**config.mk**
```make
export PLATFORM = sky130hd
export DESIGN_NAME = bar_bank
export DESIGN_NICKNAME = d
export VERILOG_FILES = /design/src/rtl/bar_bank_pkg.sv /design/src/rtl/bar_bank_reg.sv /design/src/rtl/bar_bank_dec.sv /design/src/rtl/bar_bank.sv
export SDC_FILE = /design/constraint.sdc
export NUM_CORES = 1
export LEC_CHECK = 0
export BUFFER_PORTS_ARGS = -buffer_cell sky130_fd_sc_hd__clkbuf_2
export CORE_MARGIN = 2
export CORE_UTILIZATION = 40
export DETAILED_ROUTE_END_ITERATION = 8
export GPL_TIMING_DRIVEN = 0
export PLACE_DENSITY_LB_ADDON = 0.05
export SLEW_MARGIN = 20
export SYNTH_ARGS = -nofsm -noshare
export SYNTH_HDL_FRONTEND = slang
export SYNTH_HIERARCHICAL = 1
export SYNTH_SLANG_ARGS = --single-unit
```
**constraint.sdc**
```tcl
create_clock -name clk -period 1.8 [get_ports clk]
set_input_delay 0.18 -clock clk [delete_from_list [all_inputs] [get_ports clk]]
set_output_delay 0.18 -clock clk [all_outputs]
set_load 0.1 [all_outputs]
```
**src/rtl/bar_bank_pkg.sv**
```systemverilog
package bar_bank_pkg;

    typedef logic [2:0] slot_kind_t;

    localparam slot_kind_t KIND_NONE    = 3'd0;
    localparam slot_kind_t KIND_IO      = 3'd1;
    localparam slot_kind_t KIND_MEM32   = 3'd2;
    localparam slot_kind_t KIND_MEM32Z  = 3'd3;
    localparam slot_kind_t KIND_MEM64LO = 3'd4;
    localparam slot_kind_t KIND_MEM64HI = 3'd5;

    // Memory type codes that sit in readback bits 2:1
    localparam logic [1:0] MTYPE_32  = 2'b00;
    localparam logic [1:0] MTYPE_64  = 2'b10;
    localparam logic [1:0] MTYPE_32Z = 2'b11;

    typedef struct packed {
        logic [31:0] val;
        logic        zflag;
    } slot_state_t;

    function automatic logic [31:0] fixed_bits(input slot_kind_t k, input logic zflag);
        logic [31:0] f;
        f = '0;
        case (k)
            KIND_IO:      f = {30'b0, zflag, 1'b1};
            KIND_MEM32:   f = {28'b0, 1'b0, MTYPE_32, 1'b0};
            KIND_MEM32Z:  f = {28'b0, 1'b0, MTYPE_32Z, 1'b0};
            KIND_MEM64LO: f = {28'b0, 1'b0, MTYPE_64, 1'b0};
            default:      f = '0;
        endcase
        return f;
    endfunction

endpackage

```
**src/rtl/bar_bank_reg.sv**
```systemverilog
module bar_bank_reg
    import bar_bank_pkg::*;
#(
    parameter slot_kind_t  KIND      = KIND_NONE,
    parameter int unsigned SIZE_LOG2 = 4
) (
    input  logic        clk,
    input  logic        rst_n,
    input  logic        wr_en,
    input  logic [31:0] wdata,
    output logic [31:0] val,
    output logic        zflag,
    output logic [31:0] rdata
);
    localparam logic [31:0] SZ_MASK = 32'hFFFF_FFFF << SIZE_LOG2;
    localparam logic [31:0] WMASK   = (KIND == KIND_MEM64HI) ? 32'hFFFF_FFFF :
                                      (KIND == KIND_NONE)    ? 32'h0 : SZ_MASK;
    localparam logic        FLAG_WR = (KIND == KIND_IO);

    slot_state_t st_d, st_q;

    always_comb begin
        st_d = st_q;
        if (wr_en) begin
            st_d.val   = wdata & WMASK;
            st_d.zflag = FLAG_WR ? wdata[1] : 1'b0;
        end
    end

    always_ff @(posedge clk or negedge rst_n) begin
        if (!rst_n) st_q <= '0;
        else        st_q <= st_d;
    end

    assign val   = st_q.val;
    assign zflag = st_q.zflag;

    always_comb begin
        if (KIND == KIND_NONE) rdata = '0;
        else                   rdata = st_q.val | fixed_bits(KIND, st_q.zflag);
    end

endmodule

```
**src/rtl/bar_bank_dec.sv**
```systemverilog
module bar_bank_dec
    import bar_bank_pkg::*;
#(
    parameter slot_kind_t  KIND      = KIND_NONE,
    parameter int unsigned SIZE_LOG2 = 4
) (
    input  logic [31:0] lo_val,
    input  logic [31:0] hi_val,
    input  logic        zflag,
    input  logic [63:0] addr,
    input  logic        acc_io,
    output logic        match
);
    localparam logic [31:0] CMASK = 32'hFFFF_FFFF << SIZE_LOG2;

    logic lo_eq;
    logic up_zero;

    assign lo_eq   = ((addr[31:0] & CMASK) == lo_val);
    assign up_zero = (addr[63:32] == 32'h0);

    always_comb begin
        case (KIND)
            KIND_IO:      match = acc_io & ((lo_val != 32'h0) | zflag) & lo_eq;
            KIND_MEM32:   match = !acc_io & (lo_val != 32'h0) & up_zero & lo_eq;
            KIND_MEM32Z:  match = !acc_io & up_zero & lo_eq;
            KIND_MEM64LO: match = !acc_io & (hi_val != 32'h0) &
                                  (addr[63:32] == hi_val) & lo_eq;
            default:      match = 1'b0;
        endcase
    end

endmodule

```
**src/rtl/bar_bank.sv**
```systemverilog
module bar_bank
    import bar_bank_pkg::*;
#(
    parameter int unsigned                    NUM_SLOTS = 6,
    parameter logic [NUM_SLOTS-1:0][2:0]      SLOT_KIND = {3'd0, 3'd5, 3'd4, 3'd3, 3'd2, 3'd1},
    parameter logic [NUM_SLOTS-1:0][5:0]      SLOT_SIZE = {6'd0, 6'd0, 6'd20, 6'd16, 6'd12, 6'd5},
    localparam int unsigned                   IDX_W     = $clog2(NUM_SLOTS)
) (
    input  logic                 clk,
    input  logic                 rst_n,
    input  logic                 cfg_wr,
    input  logic [IDX_W-1:0]     cfg_idx,
    input  logic [31:0]          cfg_wdata,
    output logic [31:0]          cfg_rdata,
    input  logic [63:0]          acc_addr,
    input  logic                 acc_io,
    output logic [NUM_SLOTS-1:0] hit,
    output logic                 zero_dis_cap
);
    typedef struct packed {
        logic [NUM_SLOTS-1:0] hit;
    } bank_state_t;

    logic [NUM_SLOTS-1:0][31:0] slot_val;
    logic [NUM_SLOTS-1:0][31:0] slot_hi;
    logic [NUM_SLOTS-1:0][31:0] slot_rd;
    logic [NUM_SLOTS-1:0]       slot_zf;
    logic [NUM_SLOTS-1:0]       slot_match;

    bank_state_t st_d, st_q;

    for (genvar i = 0; i < NUM_SLOTS; i++) begin : g_slot
        bar_bank_reg #(
            .KIND      (slot_kind_t'(SLOT_KIND[i])),
            .SIZE_LOG2 (int'(SLOT_SIZE[i]))
        ) reg_i (
            .clk   (clk),
            .rst_n (rst_n),
            .wr_en (cfg_wr && (cfg_idx == IDX_W'(i))),
            .wdata (cfg_wdata),
            .val   (slot_val[i]),
            .zflag (slot_zf[i]),
            .rdata (slot_rd[i])
        );

        if (i + 1 < NUM_SLOTS) begin : g_hi
            assign slot_hi[i] = slot_val[i+1];
        end else begin : g_nohi
            assign slot_hi[i] = '0;
        end

        bar_bank_dec #(
            .KIND      (slot_kind_t'(SLOT_KIND[i])),
            .SIZE_LOG2 (int'(SLOT_SIZE[i]))
        ) dec_i (
            .lo_val (slot_val[i]),
            .hi_val (slot_hi[i]),
            .zflag  (slot_zf[i]),
            .addr   (acc_addr),
            .acc_io (acc_io),
            .match  (slot_match[i])
        );
    end

    always_comb begin
        cfg_rdata = '0;
        for (int i = 0; i < NUM_SLOTS; i++) begin
            if (cfg_idx == IDX_W'(i)) cfg_rdata = slot_rd[i];
        end
    end

    always_comb begin
        st_d     = st_q;
        st_d.hit = slot_match;
    end

    always_ff @(posedge clk or negedge rst_n) begin
        if (!rst_n) st_q <= '0;
        else        st_q <= st_d;
    end

    assign hit          = st_q.hit;
    assign zero_dis_cap = 1'b1;

endmodule

```
=== Yosys cells after proc, flatten, opt, wreduce, memory -nomap -nowiden ===
Cells that the tools add are included.

* Word-level logic and storage cells: 46
* Bits of input ports: 103
* Bits in registers: 112
* Output and inout bits: 39

* Equal/unequal tests: 10
* Multiplexer cells: 6
* Bitwise operators: 12
* Reductions and logical operators: 11

{| class="wikitable"
|+ Operator list
! operator !! count
|-
| 2-to-1 mux 32 bit || 6
|-
| nonzero test 32 bit || 3
|-
| equality test 32 bit || 1
|-
| zero test 32 bit || 1
|-
| OR 32 x 2 -> 32 bit || 1
|-
| equality test 27 bit || 1
|-
| equality test 20 bit || 1
|-
| equality test 16 bit || 1
|-
| equality test 12 bit || 1
|-
| bitwise AND 1 bit || 10
|-
| equality test 3 x 2 -> 1 bit, second input constant || 2
|-
| equality test 3 bit, second input constant || 2
|-
| logical AND 1 bit || 5
|-
| equality test 3 x 1 -> 1 bit, second input constant || 1
|-
| zero test 3 bit || 1
|-
| zero test 1 bit || 1
|-
| OR 1 bit || 1
|}

=== Depth between registers and ports, before layout ===
Gate-level depths: netlist (run 1).

* Depth after elaboration: 7
* Depth in mapped cells: 8
* Mapped depth without buffers: 5

=== By module ===
Netlist (run 1), hierarchy kept.

{| class="wikitable"
|+ Modules (own cells, without submodules)
! module !! sequential area each (um^2) !! area each (um^2) !! instances !! cells an instance
|-
| bar_bank || 150.1 || 1,799.2 || 1 || 219
|-
| bar_bank_reg (g_slot[4].reg_i) || 800.8 || 1,596.5 || 1 || 102
|-
| bar_bank_reg (g_slot[0].reg_i) || 700.7 || 1,427.6 || 1 || 98
|-
| bar_bank_reg (g_slot[1].reg_i) || 500.5 || 1,164.9 || 1 || 88
|-
| bar_bank_reg (g_slot[2].reg_i) || 400.4 || 1,024.7 || 1 || 85
|-
| bar_bank_reg (g_slot[3].reg_i) || 300.3 || 889.6 || 1 || 80
|-
| bar_bank_dec (g_slot[3].dec_i) || 0.0 || 614.3 || 1 || 77
|-
| bar_bank_reg (g_slot[5].reg_i) || 0.0 || 491.7 || 1 || 66
|-
| bar_bank_dec (g_slot[1].dec_i) || 0.0 || 407.9 || 1 || 50
|-
| bar_bank_dec (g_slot[0].dec_i) || 0.0 || 396.6 || 1 || 49
|-
| bar_bank_dec (g_slot[2].dec_i) || 0.0 || 297.8 || 1 || 39
|-
| bar_bank_dec (g_slot[4].dec_i ...) || 0.0 || 11.3 || 2 || 2
|}

=== Worst setup path after synthesis (run 1) ===
No wires, ideal clock.

* Path kind: input port to output port
* Start: in cfg_idx[2]
* End: out cfg_rdata[10]
* Cell stages on the path: 5
* Buffers on the path: 2
* Arrival: 3.033 ns
* Setup slack: -1.413 ns
* Required time: 1.620 ns
* Cell sequence: buf_4 > inv_1 > buf_2 > o22ai_1 > a221oi_1

* Cells in the longest elaborated chain, start to end: 7
* Elaborated cells between the ends (all ways): 12
* Classes of those cells: 5 x eq/ne; 6 x mux; 1 x reduce/logical

{| class="wikitable"
|+ RTL lines
! item !! RTL line !! source
|-
| start: declaration || bar_bank.sv:12 || <nowiki>input logic [IDX_W-1:0] cfg_idx,</nowiki>
|-
| zero test 3 bit || bar_bank.sv:68 || <nowiki>if (cfg_idx == IDX_W'(i)) cfg_rdata = slot_rd[i];</nowiki>
|-
| 2-to-1 mux 32 bit (5 in a row) || bar_bank.sv:68 ||
|-
| 2-to-1 mux 32 bit (*) || bar_bank.sv:68 ||
|-
| end: declaration || bar_bank.sv:14 || <nowiki>output logic [31:0] cfg_rdata,</nowiki>
|}

Every way passes the cells marked *; elsewhere a longest branch is shown, timed or not.

=== Worst setup path in the final report (run 1) ===
* Start: in cfg_idx[0]
* End: out cfg_rdata[19]

The elaborated chain is that of the path after synthesis.

==> results.md, run 1 <==
* Fin Clk Skew at 7.71 ps
* PwrDens at 957 mW/mm^2
* Initial antenna violation count at 0
* Hold WC Path Type: input port to flip-flop
* Overflow after GRT at 0
* Clk network pwr share at 0.282
* Startpoint types: input port
* Iter 0 DRT Violations at 411
* Crit path max fanout at 10
* Cell Area, Synth at 0.00984 sq mm
* Switching power at 4.72 mW
* Kind of critical path: input port to output pin
* DR vias/cell at 4.86
* Clock Tree Buf Depth at 2
* # diodes at 0
* Clk slew on worst S/H paths at 60 ps
* Sw Share at 0.360
* Dpl cell area at 0.0120 sq mm
* VDD IR max at 0.000524 V
* Detail Placement HPWL at 26.0 mm
* Met3 Use GR at 0.0398
* IO Count at 142
* Drt first pass iters at 5
* Via count at 7545
* Violated checks: negative setup slack
* CTS tree: done
* CP arrival at 1640 ps
* Routing usage on met1 at 0.355
* P_int at 8.39 mW
* First-pass GRT wire length at 49.4 mm
* Max Slew Vio Count at 0
* Fmax at 549 MHz
* Initial core utilization at 0.406
* Htree depth at 4
* CTS Sinks at 114
* Fillers at 2177
* Post-Syn Instances at 917
* DRC Markers at 0
* Logic pwr share at 0.442
* Worst rel slew slack at 0.611
* Largest net degree at the start of global routing at 63
* Mapped Avg Cell Area at 10.7 sq um
* Die height at 161 um
* Wire length per cell at 21.3 um
* Area Growth Syn to Fin at 39.1%
* Syn. warnings at 6
* Final Instance Area at 0.0137 sq mm
* Die X at 161 um
* Most Used Layer, Global Route: met2
* Final GP Congestion at 0.950
* Cell row count at 57
* Hold Slack at 12.3 ps
* Hold Fails Final Rpt at 0
* Crit share post-route at 1.01
* CP Capture Type: output pin
* Full die area at 0.0259 sq mm
* Share of layout cells above drive strength 1 at 0.570
* Total track usage at 0.260
* Port buffer count at 133
* Worst setup margin at -20.6 ps
* CTS root buffer: clkbuf_16
* Antenna viol nets, final at 0
* MaxCap Viol Count at 0
* Pleak at 6.32 nW
* Vias in the first global route at 7809
* GR Util met2 at 0.428
* Status: finished, violations left
* Part of the power in registers at 0.276
* CP Data Required Time at 1620 ps
* RSZ-0062 raised after global routing: true
* Nets at 1318
* Worst-Skew Late Latency at 420 ps
* Final-report setup violation count at 2
* Final Critical Period at 1820 ps
* Num CTS Buffers at 17
* Worst-margin pin slew at 583 ps
* Core ar. at 0.0242 sq mm
* Post-Route WL at 33.0 mm
## layout make-up
cell class / count / area, sq um / share of cell area
multi-input cells: 632 / 6110 / 0.446
flip-flops and latches: 114 / 2850 / 0.208
plain buffers: 295 / 2370 / 0.173
repair buffers: 151 / 1320 / 0.0966
clock buffers: 18 / 439 / 0.0321
well taps: 324 / 405 / 0.0296
clock inverters: 14 / 186 / 0.0136
inverters: 4 / 15.0 / 0.00110
## critical path: stages
cell and delay (ps):
buf_4 150, or2_1 110, buf_2 190, buf_4 290, o32ai_2 140, a221oi_4 290, clkbuf_16 270
## timing repair
item,4_1_cts,5_1_grt
buffers inserted,2,9
setup endpoints to repair,34,44
hold buffers,6,0
pin swaps,5,15
resized for setup,130,66
hold endpoints to repair,57,0
## sequential cells by signal, summed over array words and instances (netlist names)
register,cells
g_slot.reg_i/rdata,52
hit,6
g_slot.reg_i/zflag,1
g_slot.reg_i/val,55
## final timing paths
check	cells past startpoint	slack, ps	start	endpoint
worst max-delay path	7	-20	cfg_idx[0]	cfg_rdata[19]
worst min-delay path	2	10	cfg_wdata[10]	g_slot[4].reg_i/rdata[10]
worst max register to register	5	-10	g_slot[1].reg_i/rdata[18]	hit[1]
worst min register to register	1	530	g_slot[0].reg_i/val[8]	g_slot[0].reg_i/val[8]
max in group asynchronous	3	820	rst_n	g_slot[1].reg_i/rdata[19]
min in group asynchronous	2	270	rst_n	g_slot[3].reg_i/val[22]
## cells in the final DEF (no fill, tap or decap), types with 2 or more instances in the layout
master,n
clkinv_4,2
inv_1,4
dfrtp_1,114
buf_6,15
buf_8,13
clkbuf_4,5
clkbuf_16,29
o32ai_1,4
buf_12,15
xnor2_2,4
nor3_2,3
nand3_1,3
nand2_1,4
clkinv_2,5
mux2_2,48
nor4_4,4
bufinv_16,4
dlygate4sd3_1,6
a221oi_4,32
o21ai_1,9
o22ai_1,32
nand4_1,20
xnor2_1,27
or4_1,2
o32ai_4,7
mux2_4,92
clkinvlp_4,2
nor2_1,5
o21ai_0,23
clkbuf_8,5
o32ai_2,21
conb_1,140
xor2_1,73
clkbuf_2,105
nor4_1,51
buf_4,267
xnor2_4,2
nor4_2,11
nor3_1,6
buf_2,3
## per-stage QoR
| step | setup WS [ps] | util | setup TNS [ps] | cells | total power [mW] |
|---|---|---|---|---|---|
| floorplan | -51.8 | - | -542 | 1046 | 7.51 |
| global route | -43.3 | 0.565 | -214 | 1552 | 13.6 |
| global placement | -1440 | 0.491 | -192010 | 1503 | 8.68 |
| finish | -20.6 | 0.565 | -27.9 | 1552 | 13.1 |
| CTS | -32.5 | 0.552 | -57.6 | 1543 | 12.9 |
| detailed placement | -542 | 0.493 | -29750 | 1504 | 8.72 |
## metal layers
metal  share of wire  wire, um  vias up
met5               0         0        -
met3           0.039      1300       43
met2            0.48     15900      185
li1                -         -     3586
met1            0.46     15200     3731
met4           0.021       695        0
## power by group through the flow
stage | logic, mW | registers [mW] | clock network (mW)
after floorplan | 4.05 | 3.46 | 0
after global placement | 5.08 | 3.60 | 0
after detailed placement | 5.10 | 3.62 | 0
after CTS | 5.53 | 3.60 | 3.74
after global routing | 6.06 | 3.69 | 3.86
final | 5.79 | 3.62 | 3.70
No activity file was read; power rests on OpenSTA's default activity.
==> inputs of run 2 (changes only) <==
Settings changed: CORE_ASPECT_RATIO from default to 0.8.
==> run 2 against run 1 <==
Net effect: the flow still finishes with violations (negative setup slack); critical path depth unchanged; critical endpoint is now cfg_rdata[21]; total power shrank 0.82%; sequential share of layout area is essentially flat; clock skew rose by 3.1 ps; clock-buffer cell count decreased by 1; register-to-register slack better by 50 ps; non-clock buffer count decreased by 2; sequential power barely moved; clock power down 4%; final cell count fell by 0.45%; sequential cell count did not move.
==> results.md, run 2 (synthesis results as in run 1) <==
* CTS root buffer: clkbuf_16
* Final GP Congestion at 0.907 (-4.5%)
* Commonest cells after routing, fill and taps aside: 264 x buf_4, 140 x conb_1, 113 x dfrtp_1
* Worst reg2reg startpoint: g_slot[1].reg_i/rdata[31]
* Htree depth at 4 (unchanged)
* Met3 wire length at 1.76 mm (+35%)
* CTS tree: done
* CP peak stage delay at 290 ps (about the same)
* Post-Route WL at 33.4 mm (+1.1%)
* Die X at 179 um (+12%)
* Full die area at 0.0259 sq mm (about the same)
* Cell row count at 51 (-11%)
* Clk slew on worst S/H paths at 60 ps (about the same)
* Post-route insts no fill at 1545 (-0.45%)
* Kind of critical path: input port to output pin
* Initial antenna violation count at 1 (+1)
* Multi-input logic area at 0.00608 sq mm (-0.41%)
* Most common cell after layout, fill and taps aside: buf_4
* RSZ-0062 raised after global routing: true
* Final-report setup violation count at 1 (-1)
* Wire length per cell at 21.6 um (+1.6%)
* Die height at 144 um (-10%)
* Num CTS Buffers at 17 (unchanged)
* Pleak at 6.30 nW (-0.22%)
* Cells after DPL at 1498 (-0.40%)
* Family with the most delay on the worst path: buffers and inverters
* VDD IR max at 0.000688 V (+31%)
* Max Slew Vio Count at 0 (unchanged)
* Core ar. at 0.0242 sq mm (unchanged)
* Violated checks: negative setup slack
* Antenna viol nets, final at 0 (unchanged)
* Seq. cell area at 0.00285 sq mm (about the same)
* Share of layout cells above drive strength 1 at 0.569 (-0.000701)
* PwrDens at 950 mW/mm^2 (-0.70%)
* Nets at 1316 (-0.15%)
* Crit path max fanout at 10 (unchanged)
* CP arrival at 1630 ps (about the same)
* Status: finished, violations left
* First-pass GRT wire length at 48.5 mm (-1.8%)
* CP Capture Type: output pin
* Startpoint types: input port
* Max reg flops at 55 (unchanged)
* Crit share post-route at 1.00 (-0.00801)
* Hold Fails Final Rpt at 0 (unchanged)
* Fin Clk Skew at 10.8 ps (+3.08 ps)
* Worst-Skew Late Latency at 430 ps (about the same)
* CTS Sinks at 114 (unchanged)
* Final Critical Period at 1810 ps (-14.4 ps)
* Largest net degree at the start of global routing at 68 (+7.9%)
* Worst-margin pin slew at 595 ps (+11.9 ps)
* Worst setup margin at -6.14 ps (+14.4 ps)
* Highest-delay cell along the critical path: a221oi_4
* Initial core utilization at 0.406 (unchanged)
* Met2 wire len at 14.9 mm (-6.3%)
* DR vias/cell at 4.83 (-0.69%)
* Area Growth Syn to Fin at 39.0%
* Port buffer count at 133 (unchanged)
* DRC Markers at 0 (unchanged)
* WL met1 at 16.3 mm (+7.6%)
* Detail Placement HPWL at 26.2 mm (+0.76%)
* Vias in the first global route at 7494 (-4.0%)
* Setup tns final at -6.14 ps (+21.8 ps)
* Dpl cell area at 0.0119 sq mm (about the same)
* Hold_sp: cfg_wdata[10]
* Max Used Layer: met4
* Drt first pass iters at 5 (unchanged)
* Layout Utilization at 0.564 (-0.000723)
* Iter 0 DRT Violations at 444 (+8.0%)
* Fmax at 554 MHz (+0.80%)
* Hold WC Path Type: input port to flip-flop
* Final Instance Area at 0.0137 sq mm (-0.13%)
* IO Count at 142 (unchanged)
* Fillers at 2149 (-1.3%)
* CP cell instances: buf_4 > or2_1 > buf_2 > buf_6 > o32ai_1 > a221oi_4 > clkbuf_16
* Total Power at 13.0 mW (-0.82%)
* Buffers and inverters on the worst path at 4 (unchanged)
* Clock Tree Buf Depth at 2 (unchanged)
* Worst rel slew slack at 0.604 (-0.00792)
* Via count at 7459 (-1.1%)
* Total track usage at 0.264 (+0.00305)
* Overflow after GRT at 0 (unchanged)
* MaxCap Viol Count at 0 (unchanged)
* CP Data Required Time at 1620 ps (about the same)
* Critical Path Source: cfg_idx[0]
==> run 2: metal layers <==
layer,vias to the layer above,GRT usage
li1,3579,-
met1,3663,0.383
met2,189,0.400
met3,28,0.0547
met4,0,0.0594
met5,-,0
==> run 2: final cells by class <==
type	count	area share
flip-flops and latches	114	0.209
inverters	4	0.00110
plain buffers	295	0.173
well taps	318	0.0291
clock buffers	17	0.0311
repair buffers	149	0.0986
multi-input cells	632	0.445
clock inverters	15	0.0134
diodes	1	0.000183
==> run 2: worst paths after layout <==
check	end	slack, ps	cells after the start
max	cfg_rdata[21]	-6	7
min	g_slot[0].reg_i/val[10]	20	2
max reg2reg	hit[1]	40	5
min reg2reg	g_slot[0].reg_i/val[8]	540	1
max in group asynchronous	g_slot[4].reg_i/rdata[4]	790	3
min in group asynchronous	g_slot[1].reg_i/rdata[23]	260	2
==> run 2: repair_timing <==
item / CTS / global route
endpoints found under the setup margin: 34 / 44
pin swaps: 8 / 7
buffers inserted: 3 / 6
resized for setup: 144 / 51
hold buffers: 6 / 0
hold endpoints to repair: 52 / 0
gates cloned: 0 / 0
==> run 2: metrics by stage <==
| stage | setup slack (ps) | hold WS, ps |
|---|---|---|
| 5_1_grt | -40.7 | 12.0 |
| 3_3_place_gp | -1450 | 411 |
| 3_5_place_dp | -611 | 157 |
| 6_report | -6.14 | 17.5 |
| 4_1_cts | -54.1 | 1.36 |
| 2_1_floorplan | -51.8 | -116 |
==> run 2: power by group <==
group          switching, mW  leakage (nW)  internal, mW  total [mW]
Sequential             0.511          1.37          3.11        3.62
Combinational           2.87          4.64          2.94        5.81
Clock                   1.38         0.286          2.19        3.57
